File: config.mk
export PLATFORM = sky130hd
export DESIGN_NAME = dbuf_pwm_channel
export DESIGN_NICKNAME = d
export VERILOG_FILES = /design/src/rtl/dbuf_pwm_pkg.sv /design/src/rtl/dbuf_pwm_buffers.sv /design/src/rtl/dbuf_pwm_ctrl.sv /design/src/rtl/dbuf_pwm_counter.sv /design/src/rtl/dbuf_pwm_channel.sv
export SDC_FILE = /design/constraint.sdc
export NUM_CORES = 1
export LEC_CHECK = 0
export CORE_MARGIN = 10
export CORE_UTILIZATION = 53
export DETAILED_ROUTE_END_ITERATION = 8
export GPL_TIMING_DRIVEN = 1
export PLACE_DENSITY = 0.8
export SLEW_MARGIN = 5
export SYNTH_ARGS = -nofsm -noshare
export SYNTH_HDL_FRONTEND = slang
export SYNTH_HIERARCHICAL = 1
export SYNTH_SLANG_ARGS = --single-unit
File: constraint.sdc
create_clock -name clk -period 3.15 [get_ports clk]
set_clock_uncertainty 0.1 [all_clocks]
set_input_delay 0.7875 -clock clk [delete_from_list [all_inputs] [get_ports clk]]
set_output_delay 0.7875 -clock clk [all_outputs]
set_load 0.01 [all_outputs]
File: src/rtl/dbuf_pwm_pkg.sv
package dbuf_pwm_pkg;
  // What the channel does on a given clock edge
  typedef enum logic [2:0] {
    ACT_HOLD   = 3'd0,
    ACT_LOAD   = 3'd1,
    ACT_DEC    = 3'd2,
    ACT_RELOAD = 3'd3,
    ACT_HALT   = 3'd4
  } chan_act_e;

  localparam int unsigned NUM_BUFS = 2;
  localparam int unsigned BUF_CNT  = 0;
  localparam int unsigned BUF_CMP  = 1;
endpackage

File: src/rtl/dbuf_pwm_buffers.sv
module dbuf_pwm_buffers #(
  parameter int unsigned WIDTH = 16
) (
  input  logic             clk,
  input  logic             rst_n,
  input  logic             cnt_we,
  input  logic [WIDTH-1:0] cnt_wdata,
  input  logic             cmp_we,
  input  logic [WIDTH-1:0] cmp_wdata,
  output logic [WIDTH-1:0] cnt_buf,
  output logic [WIDTH-1:0] cmp_buf
);
  import dbuf_pwm_pkg::*;

  logic             we_v   [NUM_BUFS];
  logic [WIDTH-1:0] wd_v   [NUM_BUFS];
  logic [WIDTH-1:0] buf_q  [NUM_BUFS];

  assign we_v[BUF_CNT] = cnt_we;
  assign wd_v[BUF_CNT] = cnt_wdata;
  assign we_v[BUF_CMP] = cmp_we;
  assign wd_v[BUF_CMP] = cmp_wdata;

  for (genvar i = 0; i < NUM_BUFS; i++) begin : g_buf
    always_ff @(posedge clk or negedge rst_n) begin
      if (!rst_n)       buf_q[i] <= '0;
      else if (we_v[i]) buf_q[i] <= wd_v[i];
    end
  end

  assign cnt_buf = buf_q[BUF_CNT];
  assign cmp_buf = buf_q[BUF_CMP];
endmodule

File: src/rtl/dbuf_pwm_ctrl.sv
module dbuf_pwm_ctrl #(
  parameter int unsigned WIDTH = 16
) (
  input  logic                    clk,
  input  logic                    rst_n,
  input  logic                    tick_en,
  input  logic                    ctl_run,
  input  logic                    ctl_load,
  input  logic                    ctl_reload,
  input  logic [WIDTH-1:0]        cur_count,
  output dbuf_pwm_pkg::chan_act_e action,
  output logic                    active,
  output logic                    run_rise,
  output logic                    terminal,
  output logic                    tc_pulse
);
  import dbuf_pwm_pkg::*;

  logic run_q;
  logic active_q;
  logic tc_q;

  function automatic chan_act_e pick_action(input logic ld, input logic act,
                                            input logic tick, input logic at_zero,
                                            input logic rld);
    if (ld)                return ACT_LOAD;
    else if (!(act && tick)) return ACT_HOLD;
    else if (!at_zero)     return ACT_DEC;
    else if (rld)          return ACT_RELOAD;
    else                   return ACT_HALT;
  endfunction

  assign action   = pick_action(ctl_load, active_q, tick_en, (cur_count == '0), ctl_reload);
  assign run_rise = ctl_run && !run_q;
  assign terminal = (action == ACT_RELOAD) || (action == ACT_HALT);

  always_ff @(posedge clk or negedge rst_n) begin
    if (!rst_n) begin
      run_q    <= 1'b0;
      active_q <= 1'b0;
      tc_q     <= 1'b0;
    end else begin
      run_q <= ctl_run;
      tc_q  <= terminal;
      if (!ctl_run)               active_q <= 1'b0;
      else if (run_rise)          active_q <= 1'b1;
      else if (action == ACT_HALT) active_q <= 1'b0;
    end
  end

  assign active   = active_q;
  assign tc_pulse = tc_q;
endmodule

File: src/rtl/dbuf_pwm_counter.sv
module dbuf_pwm_counter #(
  parameter int unsigned WIDTH = 16
) (
  input  logic                    clk,
  input  logic                    rst_n,
  input  dbuf_pwm_pkg::chan_act_e action,
  input  logic [WIDTH-1:0]        cnt_buf,
  input  logic [WIDTH-1:0]        cmp_buf,
  output logic [WIDTH-1:0]        act_count,
  output logic [WIDTH-1:0]        act_compare
);
  import dbuf_pwm_pkg::*;

  logic [WIDTH-1:0] count_q;
  logic [WIDTH-1:0] compare_q;

  function automatic logic [WIDTH-1:0] count_next(input chan_act_e a,
                                                  input logic [WIDTH-1:0] cur,
                                                  input logic [WIDTH-1:0] src);
    case (a)
      ACT_LOAD, ACT_RELOAD: return src;
      ACT_DEC:              return cur - 1'b1;
      default:              return cur;
    endcase
  endfunction

  function automatic logic takes_buffers(input chan_act_e a);
    return (a == ACT_LOAD) || (a == ACT_RELOAD);
  endfunction

  always_ff @(posedge clk or negedge rst_n) begin
    if (!rst_n) begin
      count_q   <= '0;
      compare_q <= '0;
    end else begin
      count_q <= count_next(action, count_q, cnt_buf);
      if (takes_buffers(action)) compare_q <= cmp_buf;
    end
  end

  assign act_count   = count_q;
  assign act_compare = compare_q;
endmodule

File: src/rtl/dbuf_pwm_channel.sv
module dbuf_pwm_channel #(
  parameter int unsigned WIDTH   = 16,
  parameter bit          HAS_PWM = 1'b1
) (
  input  logic             clk,
  input  logic             rst_n,
  input  logic             tick_en,
  input  logic             cnt_buf_we,
  input  logic [WIDTH-1:0] cnt_buf_wdata,
  input  logic             cmp_buf_we,
  input  logic [WIDTH-1:0] cmp_buf_wdata,
  input  logic             ctl_run,
  input  logic             ctl_load,
  input  logic             ctl_reload,
  input  logic             ctl_invert,
  output logic             pwm_out,
  output logic             tc_pulse,
  output logic [WIDTH-1:0] cur_count
);
  import dbuf_pwm_pkg::*;

  logic [WIDTH-1:0] cnt_buf_q;
  logic [WIDTH-1:0] cmp_buf_q;
  logic [WIDTH-1:0] act_cmp;
  chan_act_e        chan_act;
  logic             run_active;
  logic             run_rise;
  logic             terminal_evt;

  function automatic logic duty_level(input logic [WIDTH-1:0] cnt,
                                      input logic [WIDTH-1:0] cmp,
                                      input logic inv);
    return (cnt <= cmp) ^ inv;
  endfunction

  dbuf_pwm_buffers #(.WIDTH(WIDTH)) u_bufs (
    .clk       (clk),
    .rst_n     (rst_n),
    .cnt_we    (cnt_buf_we),
    .cnt_wdata (cnt_buf_wdata),
    .cmp_we    (cmp_buf_we),
    .cmp_wdata (cmp_buf_wdata),
    .cnt_buf   (cnt_buf_q),
    .cmp_buf   (cmp_buf_q)
  );

  dbuf_pwm_ctrl #(.WIDTH(WIDTH)) u_ctrl (
    .clk        (clk),
    .rst_n      (rst_n),
    .tick_en    (tick_en),
    .ctl_run    (ctl_run),
    .ctl_load   (ctl_load),
    .ctl_reload (ctl_reload),
    .cur_count  (cur_count),
    .action     (chan_act),
    .active     (run_active),
    .run_rise   (run_rise),
    .terminal   (terminal_evt),
    .tc_pulse   (tc_pulse)
  );

  dbuf_pwm_counter #(.WIDTH(WIDTH)) u_cnt (
    .clk         (clk),
    .rst_n       (rst_n),
    .action      (chan_act),
    .cnt_buf     (cnt_buf_q),
    .cmp_buf     (cmp_buf_q),
    .act_count   (cur_count),
    .act_compare (act_cmp)
  );

  if (HAS_PWM) begin : g_pwm
    assign pwm_out = duty_level(cur_count, act_cmp, ctl_invert);
  end else begin : g_no_pwm
    assign pwm_out = 1'b0;
  end
endmodule

### Word-level counts from Yosys, hierarchy flattened

Cells that the tools add are included.

| cells by class | value |
|---|---|
| add/sub/neg operators | 1 |
| magnitude comparators | 1 |
| eq/ne operators | 5 |
| muxes and demuxes | 8 |
| bitwise logic cells | 1 |
| reductions and logical operators | 8 |

Operators by type and width:

| kind | number |
|---|---|
| 16-bit one-hot mux with 2 select lines | 1 |
| 16-bit <= comparator | 1 |
| 16-bit zero test | 1 |
| 16-bit by 1-bit subtractor with 16-bit output, second input constant | 1 |
| 3-bit two-way mux | 4 |
| 3-bit by 2-bit equality test with 1-bit output, second input constant | 2 |
| 3-bit by 1-bit equality test with 1-bit output, second input constant | 1 |
| 3-bit equality test, second input constant | 1 |
| 1-bit two-way mux | 3 |
| 3-bit by 1-bit inequality test with 1-bit output, second input constant | 1 |
| 1-bit logical AND | 2 |
| 1-bit logical OR | 2 |
| 2-bit nonzero test | 1 |
| 2-bit OR reduction | 1 |
| 1-bit zero test | 1 |
| 1-bit XOR | 1 |

| storage, ports and cells | value |
|---|---|
| flip-flop bits (word level) | 67 |
| bits of input ports | 41 |
| output and inout port bits | 18 |
| word-level logic and storage cells | 31 |

### Depth between registers and ports, before layout

| depth | value |
|---|---|
| depth after elaboration | 8 |
| mapped depth | 8 |
| mapped depth without buffers | 7 |

### By module

The synthesis kept the hierarchy.

Modules (own cells, without submodules):

| module | times used | cells each | area an instance (um^2) | sequential area each (um^2) |
|---|---|---|---|---|
| dbuf_pwm_counter | 1 | 171 | 1519.0 | 800.8 |
| dbuf_pwm_buffers | 1 | 68 | 1298.7 | 800.8 |
| dbuf_pwm_channel | 1 | 59 | 427.9 | 0.0 |
| dbuf_pwm_ctrl | 1 | 20 | 203.9 | 75.1 |

### Least setup slack after synthesis

No wires, ideal clock.

| path | value |
|---|---|
| path type | reg2out |
| start | register u_cnt.count_q[13], in the netlist u_cnt/act_count[13] |
| end | output port pwm_out |
| arrival | 1.903 ns |
| data required time | 2.263 ns |
| slack | 0.360 ns |
| cell stages (with the launch flop) | 7 |
| buffers on the path | 0 |
| cell sequence | dfrtp_1 > ha_1 > nand4_2 > nor2_1 > or3_1 > o41ai_2 > xor2_1 |

| on the way | value |
|---|---|
| word-level cells in the longest chain between the ends | 2 |

RTL lines:

| element | line | RTL |
|---|---|---|
| start: declaration | dbuf_pwm_counter.sv:14 | `logic [WIDTH-1:0] count_q;` |
| start signal: assignment | dbuf_pwm_counter.sv:36 | `count_q <= count_next(action, count_q, cnt_buf);` |
| 16-bit <= comparator | dbuf_pwm_channel.sv:33 | `return (cnt <= cmp) ^ inv;` |
| 1-bit XOR | dbuf_pwm_channel.sv:33 |  |
| end: declaration | dbuf_pwm_channel.sv:16 | `output logic pwm_out,` |

No other way between the ends.

### Worst setup path after layout

| path | value |
|---|---|
| start | register u_cnt.compare_q[9], in the netlist u_cnt/act_compare[9] |
| end | output port pwm_out |

| on the way | value |
|---|---|
| word-level cells in the longest chain between the ends | 2 |

RTL lines:

| element | line | RTL |
|---|---|---|
| start: declaration | dbuf_pwm_counter.sv:15 | `logic [WIDTH-1:0] compare_q;` |
| start signal: assignment | dbuf_pwm_counter.sv:37 | `if (takes_buffers(action)) compare_q <= cmp_buf;` |
| 16-bit <= comparator | dbuf_pwm_channel.sv:33 |  |
| 1-bit XOR | dbuf_pwm_channel.sv:33 |  |

No other way between the ends.

==> reports/results.tsv <==
metric	value	unit
synth_nets	375	
dpl_cell_area	4260	um2
worstReg2RegStart	u_cnt/act_count[13]$_DFFE_PN0P_	
globalplace.congestion	0.854	
start_util	54.5	%
die-area	10100	um2
slowest_stage	dfrtp_1	
critPathTopFamily	compound AO/OA/AOI/OAI gates	
io_buffers	58	
cp_data_arrival_time	2340	ps
pre_cts_ws	-278	ps
crit_cells	9	
vias	2703	
wl	8550	um
crit_required	2260	ps
place_hpwl	6260	um
area_delta_synth_final	33.4	%
ir_drop	0.000442	V
clock_sinks	67	
switching_share	29.0	%
clk_pin_slew_worst_paths	70	ps
grt_pass1_vias	2916	
ff2ff_path_depth	8	
maxCapViolCount	0	
hold_buffers	0	
n_antenna_cell	0	
drt-initial-drc-count	201	
final_max_slew_viol_count	0	
power_density	518	nW/um2
cts_buffers	9	
design_area	4590	um2
cp_cell_sequence	inv_2 > ha_4 > buf_4 > a21oi_2 > nor3_1 > or3_1 > o41ai_2 > xor2_1 > buf_2	
fin_crit	3230	ps
layout.cells.non_filler	488	
total_power	2.38	mW
r2r_end	u_cnt/act_count[5]$_DFFE_PN0P_	
crit_path_max_incr_delay	400	ps
antenna_found_initial	0	
syn_area	3440	um2
drive_above_1_share	25.5	%
cts_tree	done	
slew_headroom	54.7	%
worstHoldPathType	primary input to async pin	
dr.pass1.iters	4	
cp_num_buf_inv	3	
antenna_left	0	
power.share.sequential	42.8	%
grt_remaining_overflow	0	
p_clk_share	30.7	%
drc	0	
setup_viol	1	
cts-htree-levels	3	
yosys_warnings	6	
synth_cells	317	
grt_pass1_wl	14100	um
rsz0062_at_grt	true	
p_int	1.69	mW
p_sw	0.691	mW
start_kind	flip-flop	
p_comb_share	26.4	%
fin_nets	465	
wl_per_cell	17.5	um
finalHoldViolCount	0	
r2r_slack	280	ps
viasPerCell	5.54	
worst_slew_pin_slew	675	ps
clk-insertion-delay-late	350	ps
fp.coreArea	6310	um2
power_leakage	2.10	nW
violations	setup timing	
die_w	101	um
period_share	103	%
max_freq	0.310	GHz
syn-mean-instance-area	10.9	um2
setup_tns	-80.0	ps
cp_max_fo	2	
track_usage	17.5	%
root_buffer	clkbuf_8	
status	finished, violations left	
critPathKind	flip-flop to output pin	
die_h	101	um
grt_start_max_net_pins	37	
fill_cells	452	
cp-end-kind	output pin	
placed_cells	469	
clockBufferDepth	2	
setup_ws	-80.0	ps
fp-row-count	29	
setup.worst_path.start	u_cnt/act_compare[9]$_DFFE_PN0P_	
critPathCapture	pwm_out	
ios	59	
## worst reg2reg max path, cell delays in order (launching register included)
cell and delay (ps):
dfrtp_1 430, buf_4 180, nor4_2 340, and4_1 300, a41o_1 250, nor2b_2 590, nor2_1 230, o21ai_0 210
o221a_2 200
## cell type report
| type | instances | area [um2] | share of cell area [%] |
|---|---|---|---|
| tap | 77 | 96.3 | 2.10 |
| clock inverter | 4 | 50.0 | 1.09 |
| multi-input combinational | 217 | 1710 | 37.1 |
| timing repair buffer | 91 | 835 | 18.2 |
| inverter | 21 | 78.8 | 1.72 |
| sequential | 67 | 1680 | 36.5 |
| clock buffer | 11 | 151 | 3.30 |
## per-stage QoR
step	utilization [%]	hold slack [ps]
floorplan	-	335
global placement	67.4	349
detailed placement	67.4	351
finish	72.8	278
CTS	72.5	280
global route	72.8	306
## routing by layer
metal	vias to the layer above	global-route usage, %	part of all wire, %
met1	1311	20.9	42
met5	-	0	0
met4	0	6.30	1.3
met2	84	29.1	50
li1	1298	-	-
met3	10	5.08	6.6
## power by group through the flow
stage          clock network (mW)  logic, mW  registers [mW]
3_5_place_dp                    0      0.570            1.03
2_1_floorplan                   0      0.265            1.05
5_1_grt                     0.782      0.690            1.03
6_report                    0.731      0.629            1.02
4_1_cts                     0.747      0.617            1.02
3_3_place_gp                    0      0.553            1.02
## how the worst min path moves through the flow
stage,endpoint,slack [ps],cells after the start
global placement,u_cnt/act_compare[2]$_DFFE_PN0P_,350,2
detailed placement,u_cnt/act_compare[0]$_DFFE_PN0P_,350,2
finish,u_bufs/cnt_buf[14]$_DFFE_PN0P_,280,1
CTS,u_bufs/cnt_buf[14]$_DFFE_PN0P_,280,1
floorplan,u_cnt/act_compare[0]$_DFFE_PN0P_,330,2
global route,u_bufs/cnt_buf[15]$_DFFE_PN0P_,310,1
## repair_timing
action / CTS / global route
resized for setup: 19 / 2
setup buffers: 2 / 2
pin swaps: 7 / 4
setup endpoints to repair: 1 / 1
## state kept, by name (all words and copies together) (netlist names)
| signal | cells |
|---|---|
| u_bufs/cmp_buf | 16 |
| u_bufs/cnt_buf | 16 |
| u_cnt/act_compare | 16 |
| u_cnt/act_count | 16 |
| u_ctrl/active | 1 |
| u_ctrl/run_q | 1 |
| u_ctrl/tc_pulse | 1 |
## cell usage in the layout, fill, tap and decap left out, drive strengths merged, types with 6 or more instances in the layout
cell type	instances
nor3	7
buf	35
nor4	6
nand4	6
a21oi	11
dfrtp	67
inv	21
clkbuf	11
ha	17
clkdlybuf4s50	56
o21ai	9
mux2	32
nand2	65
o211ai	7
nor2	8
nand3	7
Power figures use the tool's default switching activity.
